[config.mk]
export PLATFORM = sky130hd
export DESIGN_NAME = wp_cmd_seq
export DESIGN_NICKNAME = d
export VERILOG_FILES = /design/src/rtl/wp_seq_pkg.sv /design/src/rtl/wp_key_decode.sv /design/src/rtl/wp_gap_timer.sv /design/src/rtl/wp_cmd_seq.sv
export SDC_FILE = /design/constraint.sdc
export NUM_CORES = 1
export LEC_CHECK = 0
export BUFFER_PORTS_ARGS = -buffer_cell sky130_fd_sc_hd__buf_2
export CAP_MARGIN = 20
export CORE_AREA = 2 2 70 72
export CTS_BUF_LIST = sky130_fd_sc_hd__clkbuf_8
export DETAILED_ROUTE_END_ITERATION = 16
export DIE_AREA = 0 0 72 74
export HOLD_SLACK_MARGIN = 0.08
export PLACE_DENSITY = 0.83
export SYNTH_ARGS = -nofsm -noshare
export SYNTH_HDL_FRONTEND = slang
export SYNTH_SLANG_ARGS = --single-unit
[constraint.sdc]
create_clock -name clk -period 2.6 [get_ports clk]
set_input_delay 0.13 -clock clk [delete_from_list [all_inputs] [get_ports clk]]
set_output_delay 0.13 -clock clk [all_outputs]
set_load 0.1 [all_outputs]
[src/rtl/wp_seq_pkg.sv]
package wp_seq_pkg;

    localparam int BYTE_W = 8;

    localparam logic [BYTE_W-1:0] KEY_LEAD   = 8'hAA;
    localparam logic [BYTE_W-1:0] KEY_SECOND = 8'h55;
    localparam logic [BYTE_W-1:0] KEY_OPEN   = 8'hA0;
    localparam logic [BYTE_W-1:0] KEY_EXT    = 8'h80;
    localparam logic [BYTE_W-1:0] KEY_UNPROT = 8'h20;
    localparam logic [BYTE_W-1:0] KEY_ERASE  = 8'h10;

    typedef enum logic [2:0] {
        ST_IDLE,
        ST_K1,
        ST_K2,
        ST_K3,
        ST_K4,
        ST_K5,
        ST_OPEN
    } seq_state_e;

    typedef enum logic [2:0] {
        TK_NONE,
        TK_LEAD_HI,
        TK_SECOND_LO,
        TK_OPEN_HI,
        TK_EXT_HI,
        TK_UNPROT_HI,
        TK_ERASE_HI
    } key_tok_e;

endpackage

[src/rtl/wp_key_decode.sv]
module wp_key_decode
    import wp_seq_pkg::*;
#(
    parameter int KEY_AW = 15,
    parameter logic [KEY_AW-1:0] ADDR_HI = 'h5555,
    parameter logic [KEY_AW-1:0] ADDR_LO = 'h2AAA
) (
    input  logic [KEY_AW-1:0] key_addr,
    input  logic [BYTE_W-1:0] key_data,
    output key_tok_e          tok
);

    always_comb begin
        tok = TK_NONE;
        if (key_addr == ADDR_HI) begin
            case (key_data)
                KEY_LEAD:   tok = TK_LEAD_HI;
                KEY_OPEN:   tok = TK_OPEN_HI;
                KEY_EXT:    tok = TK_EXT_HI;
                KEY_UNPROT: tok = TK_UNPROT_HI;
                KEY_ERASE:  tok = TK_ERASE_HI;
                default:    tok = TK_NONE;
            endcase
        end else if (key_addr == ADDR_LO && key_data == KEY_SECOND) begin
            tok = TK_SECOND_LO;
        end
    end

endmodule

[src/rtl/wp_gap_timer.sv]
module wp_gap_timer #(
    parameter int LIMIT = 16
) (
    input  logic clk,
    input  logic por_n,
    input  logic clr,
    input  logic run,
    input  logic restart,
    output logic expire
);

    localparam int CW = $clog2(LIMIT + 1);
    localparam logic [CW-1:0] LAST = CW'(LIMIT - 1);

    logic [CW-1:0] cnt_d, cnt_q;

    always_comb begin
        cnt_d = cnt_q;
        if (clr || restart || !run) begin
            cnt_d = '0;
        end else if (cnt_q != LAST) begin
            cnt_d = cnt_q + CW'(1);
        end
        expire = run && !restart && !clr && (cnt_q == LAST);
    end

    always_ff @(posedge clk or negedge por_n) begin
        if (!por_n) begin
            cnt_q <= '0;
        end else begin
            cnt_q <= cnt_d;
        end
    end

endmodule

[src/rtl/wp_cmd_seq.sv]
module wp_cmd_seq
    import wp_seq_pkg::*;
#(
    parameter int ADDR_W       = 17,
    parameter int KEY_AW       = 15,
    parameter int LOAD_TIMEOUT = 16,
    parameter logic [KEY_AW-1:0] ADDR_HI = 'h5555,
    parameter logic [KEY_AW-1:0] ADDR_LO = 'h2AAA
) (
    input  logic              clk,
    input  logic              por_n,
    input  logic              rst_n,
    input  logic              wr_valid,
    input  logic [ADDR_W-1:0] wr_addr,
    input  logic [BYTE_W-1:0] wr_data,
    output logic              fwd_valid,
    output logic [ADDR_W-1:0] fwd_addr,
    output logic [BYTE_W-1:0] fwd_data,
    output logic              erase_req,
    output logic              prot_on
);

    typedef struct packed {
        seq_state_e        state;
        logic              prot;
        logic              fwd_valid;
        logic [ADDR_W-1:0] fwd_addr;
        logic [BYTE_W-1:0] fwd_data;
        logic              erase;
    } regs_t;

    localparam regs_t REGS_RST = '{
        state:     ST_IDLE,
        prot:      1'b0,
        fwd_valid: 1'b0,
        fwd_addr:  '0,
        fwd_data:  '0,
        erase:     1'b0
    };

    regs_t    r_d, r_q;
    key_tok_e tok;
    logic     expire;
    logic     ordinary;
    logic     win_open;

    assign win_open = (r_q.state == ST_OPEN);

    wp_key_decode #(
        .KEY_AW  (KEY_AW),
        .ADDR_HI (ADDR_HI),
        .ADDR_LO (ADDR_LO)
    ) i_decode (
        .key_addr (wr_addr[KEY_AW-1:0]),
        .key_data (wr_data),
        .tok      (tok)
    );

    wp_gap_timer #(
        .LIMIT (LOAD_TIMEOUT)
    ) i_gap (
        .clk     (clk),
        .por_n   (por_n),
        .clr     (!rst_n),
        .run     (r_q.state != ST_IDLE),
        .restart (wr_valid),
        .expire  (expire)
    );

    always_comb begin
        r_d           = r_q;
        r_d.fwd_valid = 1'b0;
        r_d.erase     = 1'b0;
        ordinary      = 1'b0;
        if (wr_valid) begin
            r_d.fwd_addr = wr_addr;
            r_d.fwd_data = wr_data;
        end
        if (!rst_n) begin
            r_d.state = ST_IDLE;
        end else if (wr_valid) begin
            case (r_q.state)
                ST_IDLE: begin
                    if (tok == TK_LEAD_HI) r_d.state = ST_K1;
                    else                   ordinary  = 1'b1;
                end
                ST_K1: begin
                    if (tok == TK_SECOND_LO) begin
                        r_d.state = ST_K2;
                    end else begin
                        r_d.state = ST_IDLE;
                        ordinary  = 1'b1;
                    end
                end
                ST_K2: begin
                    if (tok == TK_OPEN_HI) begin
                        r_d.state = ST_OPEN;
                    end else if (tok == TK_EXT_HI) begin
                        r_d.state = ST_K3;
                    end else begin
                        r_d.state = ST_IDLE;
                        ordinary  = 1'b1;
                    end
                end
                ST_K3: begin
                    if (tok == TK_LEAD_HI) begin
                        r_d.state = ST_K4;
                    end else begin
                        r_d.state = ST_IDLE;
                        ordinary  = 1'b1;
                    end
                end
                ST_K4: begin
                    if (tok == TK_SECOND_LO) begin
                        r_d.state = ST_K5;
                    end else begin
                        r_d.state = ST_IDLE;
                        ordinary  = 1'b1;
                    end
                end
                ST_K5: begin
                    r_d.state = ST_IDLE;
                    if (tok == TK_UNPROT_HI) begin
                        r_d.prot = 1'b0;
                    end else if (tok == TK_ERASE_HI) begin
                        r_d.erase = !r_q.prot;
                    end else begin
                        ordinary = 1'b1;
                    end
                end
                ST_OPEN: begin
                    r_d.fwd_valid = 1'b1;
                end
                default: begin
                    r_d.state = ST_IDLE;
                end
            endcase
            if (ordinary) begin
                r_d.fwd_valid = !r_q.prot;
            end
        end else if (expire) begin
            if (r_q.state == ST_OPEN) begin
                r_d.prot = 1'b1;
            end
            r_d.state = ST_IDLE;
        end
    end

    always_ff @(posedge clk or negedge por_n) begin
        if (!por_n) begin
            r_q <= REGS_RST;
        end else begin
            r_q <= r_d;
        end
    end

    assign fwd_valid = r_q.fwd_valid;
    assign fwd_addr  = r_q.fwd_addr;
    assign fwd_data  = r_q.fwd_data;
    assign erase_req = r_q.erase;
    assign prot_on   = r_q.prot;

endmodule

==> results by stage <==
Outcome:
- The run finished with clean final reports.

Floorplanning:
- The number of ports placed on the die boundary is 57.
- The region available for standard cell placement spans 4600 µm².
- The floorplan has 25 rows.
- In this run the horizontal extent of the chip is 72 µm.
- The floorplan step defined a die boundary enclosing 5330 µm².
- The initial utilization of the core area, before any placement, comes to 46.5%.
- The die is 74 µm tall.

Synth:
- Among all flip-flop cells after synthesis, the most frequent one is dfrtp_1.
- After synthesis, the largest area contributor takes up 42.1% of total cell area.
- The total of flip-flops plus latches after synthesis is 36.
- After synthesis the cells add up to 2140 µm².
- Counting flops with a built-in enable in the synthesized netlist gives 0.
- The most repeated cell in the gate-level netlist after synthesis is dfrtp_1.
- The mean area per synthesized cell is 11.0 µm².
- The share of the yosys chip area belonging to registers is 42.1%.
- Yosys attributes the largest share of cell area to dfrtp_1 (42%), mux2_2 (14%), buf_4 (8.8%).
- In this run, distinct cell masters in the synthesized netlist total 54.
- The count of warnings emitted by yosys is 0.
- After synthesis, the share of flip-flops with an asynchronous set or reset is 100%.
- The net count after synthesis is 226.
- In the synthesized netlist, the number of instances is 195.
- Ranked by instance count, the synthesized netlist is headed by dfrtp_1 (36), mux2_2 (26), buf_4 (25), nor2_1 (14), nand2_1 (10).
- dfrtp_1 takes more of the synthesized area than any other cell.

STA:
- The final hold violation count came to 0.
- The final critical-path setup slack is 855 ps.
- Summed over all failing endpoints, the final setup total negative slack is 0 ps.
- The worst relative slew slack is 45.1%.
- Of the available clock period, the critical path in the final layout requires 67.1%.
- The number of pins exceeding their max-slew limit in the final report is 0.
- Derived from the worst setup path, the maximum achievable clock frequency is 0.573 GHz.
- At the pin with the least slew margin, the transition time is 824 ps.
- Setup violations remaining at the end of the flow were counted as 0.
- The clock skew is 4.40 ps.
- Setup repair after global routing left no endpoint under its margin.
- The minimum clock period is 1750 ps.

Worst setup path:
- The number of buffers and inverters on the critical path is 0.
- On the critical path the largest part of the delay comes from simple AND/OR/NAND/NOR gates.
- The most common cell type on the critical path is or3_1.
- The worst setup path is launched from a flop.
- Walking the worst path, the cells encountered are nand3_1 > or3_1 > or3_1 > o311ai_1.
- The setup path with the least slack is of type reg -> reg.
- The worst endpoint required time is 2790 ps.
- The nature of the critical path endpoint is a flop.
- The slowest cell on the critical path is dfrtp_1.
- The peak per-stage delay on the critical path is 600 ps.
- The worst path arrival time is 1930 ps.
- The peak fanout along the critical path is 14.

Route:
- In this run, the number of DRC markers left after iteration 0 of detailed routing was 107.
- The length of the first detailed-routing pass in iterations is 4.
- The count of vias placed by the detailed router is 1552.
- The DRC violations left is 0.
- The number of nets still failing antenna checks after routing is 0.
- The met1 routed wirelength after detailed routing is 1880 µm.
- The routed wire length on met2 is 2080 µm.
- In this run the top signal layer used is met4.
- The final layout contains routed wiring with a total length of 4280 µm.
- The wire length per cell after detailed routing is 15.0 µm.
- The average vias per placed instance is 5.45.
- The routed length on met3 is 228 µm.

Placed design:
- Routability-driven placement finished with a final weighted congestion of 0.854.
- The total of buffers placed on input and output ports is 56.
- The pre-CTS setup slack is 833 ps.
- Detailed placement finished with a half-perimeter wire length of 3170 µm.
- Counting tap cells, the placed design contains a total of 274 instances.

Global route:
- The initial antenna violation count was 0.
- The first global-routing pass estimated 7390 µm of wire.
- The via count of the first global-routing pass came to 1555.
- The overall overflow remaining after global route is 0.
- Entering global routing, the biggest net connects 37 pins.
- The overall fraction of global-route tracks in use is 18.1%.

Cells and area:
- The filler cell count is 415.
- The share of the core filled with cells in the final layout is 52.3%.
- The post-layout instance count excluding filler cells is 285.
- Compared with the post-synthesis result, the final layout area differs by 12.5%.
- In the final layout, the share of cells above drive strength 1 is 45.5%.
- The post-layout net count is 261.
- The diode insertion count for antenna repair is 0.

Clocking:
- The CTS sink count is 36.
- The clock latency on the worst-skew pair is 290 ps.
- The clock tree synthesis step divided the H-tree into 2 levels.
- Counting along the longest clock path gives a buffer depth of 2.
- The CTS tree is built.
- The number of setup buffers added after CTS is 0.
- After clock tree synthesis, the clock-pin slew on the worst setup and hold paths is 80 ps.
- The clock root buffer master is clkbuf_8.
- Clock tree synthesis inserted a total of 5 buffers.

Pwr:
- The power per cell area is 629 nW/µm².
- Across the VDD grid, the largest voltage drop is 403 µV.
- Summed over all cells, the static leakage comes to 1.09 nW.

Hold path:
- The worst min-delay path class is in -> reg.

Run:
- The tool flagged a number of max-cap violations equal to 0.
==> worst register-to-register path, cell delays in order (launching register included) <==
cell	delay [ps]
dfrtp_1	600
nand3_1	150
or3_1	400
or3_1	410
o311ai_1	80
==> final cells by class <==
cell class | count | area, µm² | share of cell area (%)
repair buffers | 61 | 325 | 13.5
inverters | 6 | 22.5 | 0.936
well taps | 54 | 67.6 | 2.81
flip-flops and latches | 36 | 901 | 37.4
multi-input cells | 120 | 997 | 41.4
clock buffers | 6 | 82.6 | 3.43
clock inverters | 2 | 10.0 | 0.416
==> kinds of logic after synthesis <==
family / share of synthesized area (%)
buf+inv: 11.3
compound gates: 9.59
fa+ha+maj: 1.17
mux: 14.6
xor+xnor: 2.05
simple gates: 19.2
flops: 42.1
==> power by group <==
part / internal, W / leakage [nW] / switching, W
Combinational: 0.0000936 / 0.593 / 0.000379
Clock: 0.000212 / 0.0510 / 0.000211
Sequential: 0.000599 / 0.445 / 0.0000182
==> placed cells by master, fill, tap and decap left out, types with 3 or more instances in the layout <==
| cell type | count |
|---|---|
| dfrtp_1 | 36 |
| dlygate4sd3_1 | 3 |
| a21oi_1 | 5 |
| mux2_2 | 26 |
| and3_1 | 3 |
| clkbuf_8 | 6 |
| inv_1 | 5 |
| xor2_1 | 3 |
| o21ai_0 | 4 |
| nand3_1 | 4 |
| nand2_1 | 10 |
| nor2_1 | 14 |
| buf_2 | 56 |
==> layer usage <==
| layer | vias to the layer above | GRT usage [%] |
|---|---|---|
| met2 | 44 | 29.4 |
| met5 | - | 0 |
| met1 | 754 | 23.5 |
| met4 | 0 | 7.13 |
| met3 | 9 | 4.47 |
| li1 | 745 | - |
==> metrics by stage <==
step | cell area [µm²] | hold WS, ps | total power [W]
floorplan | 2140 | -166 | 0.00106
global placement | 2280 | 265 | 0.00110
detailed placement | 2280 | 283 | 0.00110
CTS | 2410 | 87.0 | 0.00153
global route | 2410 | 92.8 | 0.00157
finish | 2410 | 94.8 | 0.00151
==> final timing paths <==
check / start / endpoint / slack (ps) / cells past startpoint
worst max-delay path: r_q[29] / r_q[30] / 850 / 4
worst min-delay path: wr_addr[1] / fwd_addr[1] / 90 / 2
worst max register to register: r_q[29] / r_q[30] / 850 / 4
worst min register to register: fwd_addr[9] / fwd_addr[9] / 500 / 1
max in group asynchronous: por_n / fwd_addr[3] / 1610 / 2
min in group asynchronous: por_n / fwd_addr[6] / 460 / 2
==> registers in the layout (all words and copies together), names as in the netlist <==
name         flops
fwd_valid        1
r_q              3
erase_req        1
fwd_data         8
i_gap.cnt_q      5
prot_on          1
fwd_addr        17
==> what timing repair did <==
action,CTS,global route
hold buffers,3,0
resized for setup,0,0
endpoints found under the hold margin,38,0
Note: power is estimated with default switching activity, not from simulation.
